## config.mk

```make
export PLATFORM = sky130hd
export DESIGN_NAME = shape_remapper
export DESIGN_NICKNAME = d
export VERILOG_FILES = /design/src/rtl/remap_pkg.sv /design/src/rtl/remap_walker.sv /design/src/rtl/remap_select.sv /design/src/rtl/shape_remapper.sv
export SDC_FILE = /design/constraint.sdc
export NUM_CORES = 2
export LEC_CHECK = 0
export BUFFER_PORTS_ARGS = -buffer_cell sky130_fd_sc_hd__buf_2
export CORE_ASPECT_RATIO = 1.75
export CORE_UTILIZATION = 45
export CTS_CLUSTER_DIAMETER = 30
export DETAILED_ROUTE_END_ITERATION = 6
export PLACE_DENSITY = 0.73
export SLEW_MARGIN = 20
export SYNTH_ARGS = -nofsm -noshare
export SYNTH_HDL_FRONTEND = slang
export SYNTH_SLANG_ARGS = --single-unit
```

## constraint.sdc

```tcl
create_clock -name clk -period 20.3 [get_ports clk]
set_input_delay 1.015 -clock clk [delete_from_list [all_inputs] [get_ports clk]]
set_output_delay 1.015 -clock clk [all_outputs]
set_load 0.005 [all_outputs]
```

## src/rtl/remap_pkg.sv

```systemverilog
package remap_pkg;

    localparam int EXT_W  = 7;
    localparam int IDX_W  = 8;
    localparam int DESC_W = 32;
    localparam int REG_W  = 5;
    localparam int SLOT_W = 8;
    localparam int NSLOT  = 3;

    localparam logic [1:0] PRIV_SUP     = 2'b01;
    localparam logic [1:0] PRIV_MACHINE = 2'b11;

    typedef enum logic [2:0] {
        PERM_XYZ = 3'd0,
        PERM_XZY = 3'd1,
        PERM_YXZ = 3'd2,
        PERM_YZX = 3'd3,
        PERM_ZXY = 3'd4,
        PERM_ZYX = 3'd5
    } perm_e;

    // index 0 = X, 1 = Y, 2 = Z
    typedef logic [2:0][EXT_W-1:0] coord_t;
    // entry 0 = fastest dimension
    typedef logic [2:0][1:0] order_t;

    typedef struct packed {
        coord_t     ext;
        logic [2:0] offs;
        perm_e      perm;
    } shape_t;

    function automatic shape_t decode_shape(input logic [DESC_W-1:0] w);
        shape_t s;
        for (int d = 0; d < 3; d++) begin
            logic [EXT_W-1:0] e;
            e         = w[d*8 +: EXT_W];
            s.ext[d]  = (e == '0) ? EXT_W'(1) : e;
            s.offs[d] = w[d*8 + 7];
        end
        s.perm = perm_e'(w[26:24]);
        return s;
    endfunction

    function automatic order_t perm_order(input perm_e p);
        order_t o;
        case (p)
            PERM_XZY: o = {2'd1, 2'd2, 2'd0};
            PERM_YXZ: o = {2'd2, 2'd0, 2'd1};
            PERM_YZX: o = {2'd0, 2'd2, 2'd1};
            PERM_ZXY: o = {2'd1, 2'd0, 2'd2};
            PERM_ZYX: o = {2'd0, 2'd1, 2'd2};
            default:  o = {2'd2, 2'd1, 2'd0};
        endcase
        return o;
    endfunction

    function automatic coord_t next_coord(input coord_t c, input coord_t ext, input perm_e p);
        order_t o;
        coord_t n;
        logic   carry;
        o     = perm_order(p);
        n     = c;
        carry = 1'b1;
        for (int j = 0; j < 3; j++) begin
            if (carry) begin
                if (n[o[j]] == ext[o[j]] - EXT_W'(1)) begin
                    n[o[j]] = '0;
                end else begin
                    n[o[j]] = n[o[j]] + EXT_W'(1);
                    carry   = 1'b0;
                end
            end
        end
        return n;
    endfunction

    function automatic logic [IDX_W-1:0] lin_index(input coord_t c, input coord_t ext);
        logic [IDX_W-1:0] xs;
        logic [IDX_W-1:0] xys;
        xs  = IDX_W'(ext[0]);
        xys = xs * IDX_W'(ext[1]);
        return IDX_W'(c[0]) + IDX_W'(c[1]) * xs + IDX_W'(c[2]) * xys;
    endfunction

endpackage

```

## src/rtl/remap_walker.sv

```systemverilog
module remap_walker
    import remap_pkg::*;
#(
    parameter  int DEPTH  = 128,
    localparam int ADDR_W = $clog2(DEPTH)
) (
    input  logic              clk,
    input  logic              rst,
    input  logic              start,
    input  shape_t            start_shape,
    output logic              busy,
    output logic              wr_en,
    output logic [ADDR_W-1:0] wr_addr,
    output logic [IDX_W-1:0]  wr_data
);

    shape_t            cur;
    coord_t            pos;
    logic [ADDR_W-1:0] ptr;

    always_ff @(posedge clk) begin
        if (rst) begin
            busy <= 1'b0;
            cur  <= '0;
            pos  <= '0;
            ptr  <= '0;
        end else if (start && !busy) begin
            cur  <= start_shape;
            pos  <= '0;
            ptr  <= '0;
            busy <= 1'b1;
        end else if (busy) begin
            pos <= next_coord(pos, cur.ext, cur.perm);
            ptr <= ptr + ADDR_W'(1);
            if (ptr == ADDR_W'(DEPTH - 1)) begin
                busy <= 1'b0;
            end
        end
    end

    assign wr_en   = busy;
    assign wr_addr = ptr;
    assign wr_data = lin_index(pos, cur.ext);

endmodule

```

## src/rtl/remap_select.sv

```systemverilog
module remap_select
    import remap_pkg::*;
#(
    parameter  int NSHAPE = 3,
    localparam int SEL_W  = $clog2(NSHAPE)
) (
    input  logic [NSLOT*SLOT_W-1:0] binds,
    input  logic [REG_W-1:0]        reg_num,
    input  logic [1:0]              priv,
    output logic                    hit,
    output logic [SEL_W-1:0]        shape_idx
);

    logic [NSLOT-1:0]            match;
    logic [NSLOT-1:0][SEL_W-1:0] slot_shape;
    logic                        allowed;

    for (genvar k = 0; k < NSLOT; k++) begin : g_slot
        logic [REG_W-1:0] slot_reg;
        assign slot_reg      = binds[k*SLOT_W +: REG_W];
        assign slot_shape[k] = binds[k*SLOT_W + REG_W +: SEL_W];
        assign match[k]      = (slot_reg != '0) && (slot_reg == reg_num)
                             && (32'(slot_shape[k]) < NSHAPE);
    end

    assign allowed = (priv != PRIV_SUP) && (priv != PRIV_MACHINE) && (reg_num != '0);

    always_comb begin
        hit       = 1'b0;
        shape_idx = '0;
        for (int k = NSLOT - 1; k >= 0; k--) begin
            if (match[k]) begin
                hit       = allowed;
                shape_idx = slot_shape[k];
            end
        end
    end

endmodule

```

## src/rtl/shape_remapper.sv

```systemverilog
module shape_remapper
    import remap_pkg::*;
#(
    parameter  int NSHAPE = 3,
    parameter  int DEPTH  = 128,
    localparam int SEL_W  = $clog2(NSHAPE),
    localparam int ADDR_W = $clog2(DEPTH)
) (
    input  logic                    clk,
    input  logic                    rst,
    input  logic                    desc_we,
    input  logic [SEL_W-1:0]        desc_sel,
    input  logic [DESC_W-1:0]       desc_data,
    input  logic                    bind_we,
    input  logic [NSLOT*SLOT_W-1:0] bind_data,
    input  logic                    lk_valid,
    output logic                    lk_ready,
    input  logic [REG_W-1:0]        lk_reg,
    input  logic [1:0]              lk_priv,
    input  logic [ADDR_W-1:0]       lk_elem,
    output logic                    res_valid,
    output logic [IDX_W-1:0]        res_index,
    output logic                    res_remapped,
    output logic [2:0]              res_offs,
    output logic                    busy
);

    shape_t                  shapes [NSHAPE];
    logic [IDX_W-1:0]        tbl [NSHAPE][DEPTH];
    logic [NSLOT*SLOT_W-1:0] binds;
    logic [SEL_W-1:0]        fill_sel;
    shape_t                  new_shape;
    logic                    desc_go;
    logic                    lk_go;
    logic                    wr_en;
    logic [ADDR_W-1:0]       wr_addr;
    logic [IDX_W-1:0]        wr_data;
    logic                    hit;
    logic [SEL_W-1:0]        hit_shape;

    assign new_shape = decode_shape(desc_data);
    assign desc_go   = desc_we && !busy && (32'(desc_sel) < NSHAPE);
    assign lk_ready  = !busy;
    assign lk_go     = lk_valid && lk_ready;

    remap_walker #(.DEPTH(DEPTH)) u_walker (
        .clk         (clk),
        .rst         (rst),
        .start       (desc_go),
        .start_shape (new_shape),
        .busy        (busy),
        .wr_en       (wr_en),
        .wr_addr     (wr_addr),
        .wr_data     (wr_data)
    );

    remap_select #(.NSHAPE(NSHAPE)) u_select (
        .binds     (binds),
        .reg_num   (lk_reg),
        .priv      (lk_priv),
        .hit       (hit),
        .shape_idx (hit_shape)
    );

    always_ff @(posedge clk) begin
        if (rst) begin
            for (int k = 0; k < NSHAPE; k++) begin
                shapes[k] <= decode_shape('0);
            end
            fill_sel <= '0;
            binds    <= '0;
        end else begin
            if (desc_go) begin
                shapes[desc_sel] <= new_shape;
                fill_sel         <= desc_sel;
            end
            if (bind_we) begin
                binds <= bind_data;
            end
        end
    end

    always_ff @(posedge clk) begin
        if (wr_en) begin
            tbl[fill_sel][wr_addr] <= wr_data;
        end
    end

    always_ff @(posedge clk) begin
        if (rst) begin
            res_valid    <= 1'b0;
            res_index    <= '0;
            res_remapped <= 1'b0;
            res_offs     <= '0;
        end else begin
            res_valid <= lk_go;
            if (lk_go) begin
                if (hit) begin
                    res_index    <= tbl[hit_shape][lk_elem];
                    res_remapped <= 1'b1;
                    res_offs     <= shapes[hit_shape].offs;
                end else begin
                    res_index    <= IDX_W'(lk_elem);
                    res_remapped <= 1'b0;
                    res_offs     <= '0;
                end
            end
        end
    end

endmodule

```

* After elaboration in Yosys (flattened, before gate mapping) *
Memory sizes are Yosys's and may differ from the RTL's.
Index checks and enable logic that the tools add are counted.

word-level totals
  flip-flop bits (word level) = 91
  bits in writable memories = 3153
  bits of input ports = 77
  output and inout bits = 15
  word-level logic and storage cells = 165
  memories = 2

memories
  memory  words  width  rd ports  clocked after Yosys merged registers in  write ports  RTL line              RTL
  tbl     3      1024   1         0                                        1            shape_remapper.sv:29  logic [IDX_W-1:0] tbl [NSHAPE][DEPTH];
  shapes  3      27     1         0                                        3            shape_remapper.sv:28  shape_t shapes [NSHAPE];

cells by class
  add/subtract/negate cells = 9
  multiply operators = 3
  magnitude comparators = 13
  equal/unequal tests = 14
  multiplexer cells = 75
  bitwise operators = 8
  reduce and logical (&&, ||, !) cells = 26

operators with widths
  operator                                                   count
  two-way mux 1024 bit                                       1
  two-way mux 21 bit                                         11
  binary-select mux 7 bit (select 2 bit)                     6
  two-way mux 7 bit                                          12
  AND 21 bit                                                 3
  bitwise mux 21 bit                                         3
  inverter 21 bit                                            3
  binary-select mux 8 bit (select 7 bit)                     1
  demux 8 bit (select 7 bit)                                 1
  demux 7 bit (select 2 bit)                                 3
  two-way mux 8 bit                                          4
  one-hot mux 6 bit (5 select lines)                         1
  adder 7 x 1 -> 7 bit (second input constant)               4
  two-way mux 27 bit                                         1
  OR reduction 27 bit                                        1
  two-way mux 1 bit                                          23
  == test 7 bit                                              3
  logical NOT 7 bit                                          3
  subtractor 7 x 1 -> 7 bit (second input constant)          3
  nonzero test 5 bit                                         4
  two-way mux 6 bit                                          3
  greater-or-equal comparator 8 bit (second input constant)  2
  logical AND 1 bit                                          16
  multiplier 7 x 7 -> 8 bit                                  2
  19 further kinds                                           34

* Depth between registers and ports, before layout *
  word-level depth = 31
  depth in mapped cells = 30
  gate-level depth less buffers = 28

* Modules after synthesis *
A second synthesis with hierarchy kept.

second synthesis, totals
  cell total of the unflattened synthesis = 7666
  area, all modules = 131771.4 sq um

modules (own cells, without submodules)
  module          times used  cells an instance  area each (sq um)  seq. area each (sq um)
  shape_remapper  1           6522               123134.3           93389.6
  remap_walker    1           1100               8309.2             1061.0
  remap_select    1           44                 327.8              0.0

* Least setup slack after synthesis *
No wires, ideal clock.

  path type = register -> register
  start point = register u_walker.cur[8] (netlist bit)
  end point = memory tbl[0][1007] (netlist bit) (data pin)
  setup time = 2371 ps
  data arrival time = 18099 ps
  required time = 17929 ps
  path slack = -170 ps
  stages on the path, launching flop included = 29
  path buffers = 2
  clock period less this slack = 20470 ps
  path through = dfxtp_1 -> clkbuf_1 -> clkbuf_1 -> and2_1 -> fa_1 -> ha_1 -> fa_1 -> inv_1 -> fa_1 -> inv_1 -> ha_1 -> xnor2_1 -> nand2_1 -> fa_1 -> fa_1 -> fa_1 -> inv_1 -> fa_1 -> inv_1 -> fa_1 -> fa_1 -> inv_1 -> ha_1 -> inv_1 -> o21bai_1 -> a21oi_1 -> xnor2_1 -> xnor2_1 -> xnor2_1

between the ends
  longest elaborated chain between the ends = 3
  elaborated cells between the ends (all ways) = 5
  those cells by class = add/sub: 2; mul: 3

RTL lines
  element                                                                   RTL line                          RTL
  from (decl)                                                               remap_walker.sv:17                shape_t cur;
  from (signal assigned)                                                    remap_walker.sv:28                cur <= start_shape;
  multiplier 7 x 7 -> 8 bit (on tied branches)                              remap_pkg.sv:82, remap_pkg.sv:83
  multiplier 7 x 8 -> 8 bit / adder 7 x 8 -> 8 bit (equally long branches)  remap_pkg.sv:83                   return IDX_W'(c[0]) + IDX_W'(c[1]) * xs + IDX_W'(c[2]) * xys;
  adder 8 bit *                                                             remap_pkg.sv:83
  net u_walker.wr_data[7]                                                   remap_walker.sv:14                output logic [IDX_W-1:0] wr_data
  to (decl)                                                                 shape_remapper.sv:29

The timed path passes the listed nets; every way through them passes the cells marked *.

* Final worst setup path *
  start point = register u_walker.cur[9] (netlist bit)
  end point = memory tbl[1][887] (netlist bit) (data pin)

The elaborated chain is that of the path after synthesis.

==> impl_metrics.json <==
{
  "dr.pass1.iters": 7,
  "hold_viol_final": 0,
  "final_util": 0.507,
  "vdd_ir_drop_max_v": 0.0000833,
  "drv_slew": 0,
  "startpoint_type": "flip-flop",
  "ys_seq_elements": 3170,
  "ys_seq_area_frac": 0.728,
  "syn_inst": 6889,
  "powerDensity_nw_per_um2": 101,
  "slew-limit-headroom": 0.109,
  "drv_cap": 0,
  "ios": 92,
  "ant_nets": 0,
  "endpoint_kind": "flip-flop",
  "hpwl_mm": 253,
  "die_w_um": 407,
  "area.sequential_um2": 94300,
  "syn-cell-area_um2": 129000,
  "final_cell_count_no_fill": 11108,
  "async_reset_ff_frac": 0,
  "clock_skew_ps": 56.5,
  "synth-main-ff-cell": "edfxtp_1",
  "antenna_found_initial": 29,
  "setup_tns_ps": 0,
  "rows": 260,
  "cp.required_ps": 20900,
  "drtIter0Drc": 10056,
  "cts_resized": 0,
  "wl_per_cell_um": 35.6,
  "cts_setup_buffers": 0,
  "crit_type": "flip-flop to flip-flop",
  "grt_max_degree": 233,
  "rsz0062_at_grt": "no",
  "hp-class": "input pin to flip-flop",
  "wirelength_mm": 395,
  "grt.total_usage": 0.269,
  "syn_area_per_cell_um2": 18.8,
  "critPathMaxFanout": 112,
  "max_freq_mhz": 84.3,
  "dp.cells": 10503,
  "grt-ovfl-total": 0,
  "ys_warn_count": 0,
  "setup_violations": 0,
  "worst_hold_slack_ps": 346,
  "cp_common_cell": "fa_1",
  "tightest_slew_ps": 1310,
  "grt_pass1_vias": 71739,
  "via_per_inst": 6.46,
  "area_growth_pct": 12.1,
  "fin_crit_sh": 0.584,
  "cts_buffers": 321,
  "drive_above_1_share": 0.226,
  "gp_congestion": 0.987,
  "ctsHoldBuffers": 0,
  "synth_enable_flop_cells": 3081,
  "crit_family": "adder cells",
  "floorplan.die_area_um2": 290000,
  "max_stage_delay_ps": 820,
  "fill_cells": 22262,
  "synth_nets": 7066,
  "path_buf_inv": 10,
  "initial_core_util": 0.452,
  "core_area_um2": 286000,
  "multiInputGateArea_um2": 33200,
  "via_count": 71781,
  "portBuffers": 82,
  "num-nets-final": 7206,
  "crit_slowest_cell": "buf_4",
  "final_cell_mix": "edfxtp_1, mux4_2, nor2_1, nand2_1, clkbuf_16",
  "cp.arrival_ps": 12460,
  "run_status": "complete, but fails checks",
  "cts.sinks": 3170,
  "cts_root_buf": "clkbuf_16",
  "drcViolationCount": 2,
  "grt_first_pass_wirelength_mm": 548,
  "cts_tree": "built",
  "leakage_nw": 46.3,
  "min_period_ps": 11860,
  "clkSlewWorstSetupHoldPaths_ps": 70,
  "failed_checks": "design-rule violations",
  "final_common_cell": "edfxtp_1",
  "die_h_um": 712,
  "synth.distinct_cells": 87,
  "htree_levels": 5,
  "clock_latency_ps": 940,
  "clockBufferDepth": 4
}
synthesized netlist by cell type, types with 57 or more instances:
library cell | n | area, µm²
a21oi_1 | 127 | 636
and2_1 | 77 | 482
clkbuf_1 | 243 | 912
dfxtp_1 | 89 | 1780
edfxtp_1 | 3081 | 92500
inv_1 | 62 | 233
mux2i_1 | 143 | 1430
mux4_2 | 792 | 17800
nand2_1 | 410 | 1540
nand3_1 | 72 | 360
nor2_1 | 594 | 2230
nor3_1 | 99 | 495
o21ai_0 | 118 | 591
xnor2_1 | 57 | 499
report_power, final:
group	total (mW)	switching, mW	internal, mW
logic	1.09	0.810	0.283
registers	7.44	0.0249	7.42
clock network	6.08	2.69	3.39
total	14.6	3.53	11.1
final timing paths:
kind	from	to	slack, ps	cells after the start
max	u_walker.cur[9]	tbl[1][887]	8440	30
min	desc_data[3]	u_walker.cur[9]	350	3
max reg2reg	u_walker.cur[9]	tbl[1][887]	8440	30
min reg2reg	res_remapped	res_remapped	470	2
kinds of logic (layout without fill, tap and decap cells):
family                   Yosys count  in the layout  share of synthesized area
AO/OA/AOI/OAI                    593            593                     0.0306
XOR/XNOR                          98             98                    0.00663
multiplexers                     969            969                      0.153
flip-flops                      3170           3170                      0.728
other                              0             22                          0
buffers and inverters            481            879                     0.0172
AND/OR/NAND/NOR                 1478           1478                     0.0511
adder cells (fa/ha/maj)          100            100                     0.0126
cell type report:
type	instances	area share
antenna	22	0.000379
clock buffer	362	0.0576
clock inverter	219	0.0168
inverter	64	0.00172
multi-input combinational	3238	0.229
sequential	3170	0.650
tap	3799	0.0327
timing repair buffer	234	0.0124
flip-flops by register name (all words and copies together), names as in the netlist, 3 cells and up:
name,cells
u_walker.wr_addr,7
u_walker.cur,24
tbl,3072
binds,21
u_walker.pos,21
shapes,9
res_offs,3
res_index,8
worst reg2reg max path, delay by kind of cell, from the launching register on:
family | cells | cell delay (ps)
compound gates | 2 | 280
flops | 1 | 770
fa+ha+maj | 12 | 5560
buf+inv | 10 | 3320
xor+xnor | 4 | 1110
simple gates | 2 | 390
per-layer routing:
| layer | GRT usage | vias up | part of all wire |
|---|---|---|---|
| li1 | - | 28163 | - |
| met1 | 0.281 | 36630 | 0.29 |
| met2 | 0.446 | 5446 | 0.49 |
| met3 | 0.0608 | 1524 | 0.10 |
| met4 | 0.257 | 18 | 0.12 |
| met5 | 0 | - | 0.00030 |
through the flow:
step           total power, mW  instance area, µm²  worst slack [ps]
3_5_place_dp              8.64              134000              8340
6_report                  14.6              145000              8440
4_1_cts                   14.6              145000              8280
5_1_grt                   14.9              145000              8080
3_3_place_gp              8.59              134000              8550
2_1_floorplan             8.31              129000               300
Note: power is estimated with default switching activity, not from simulation.
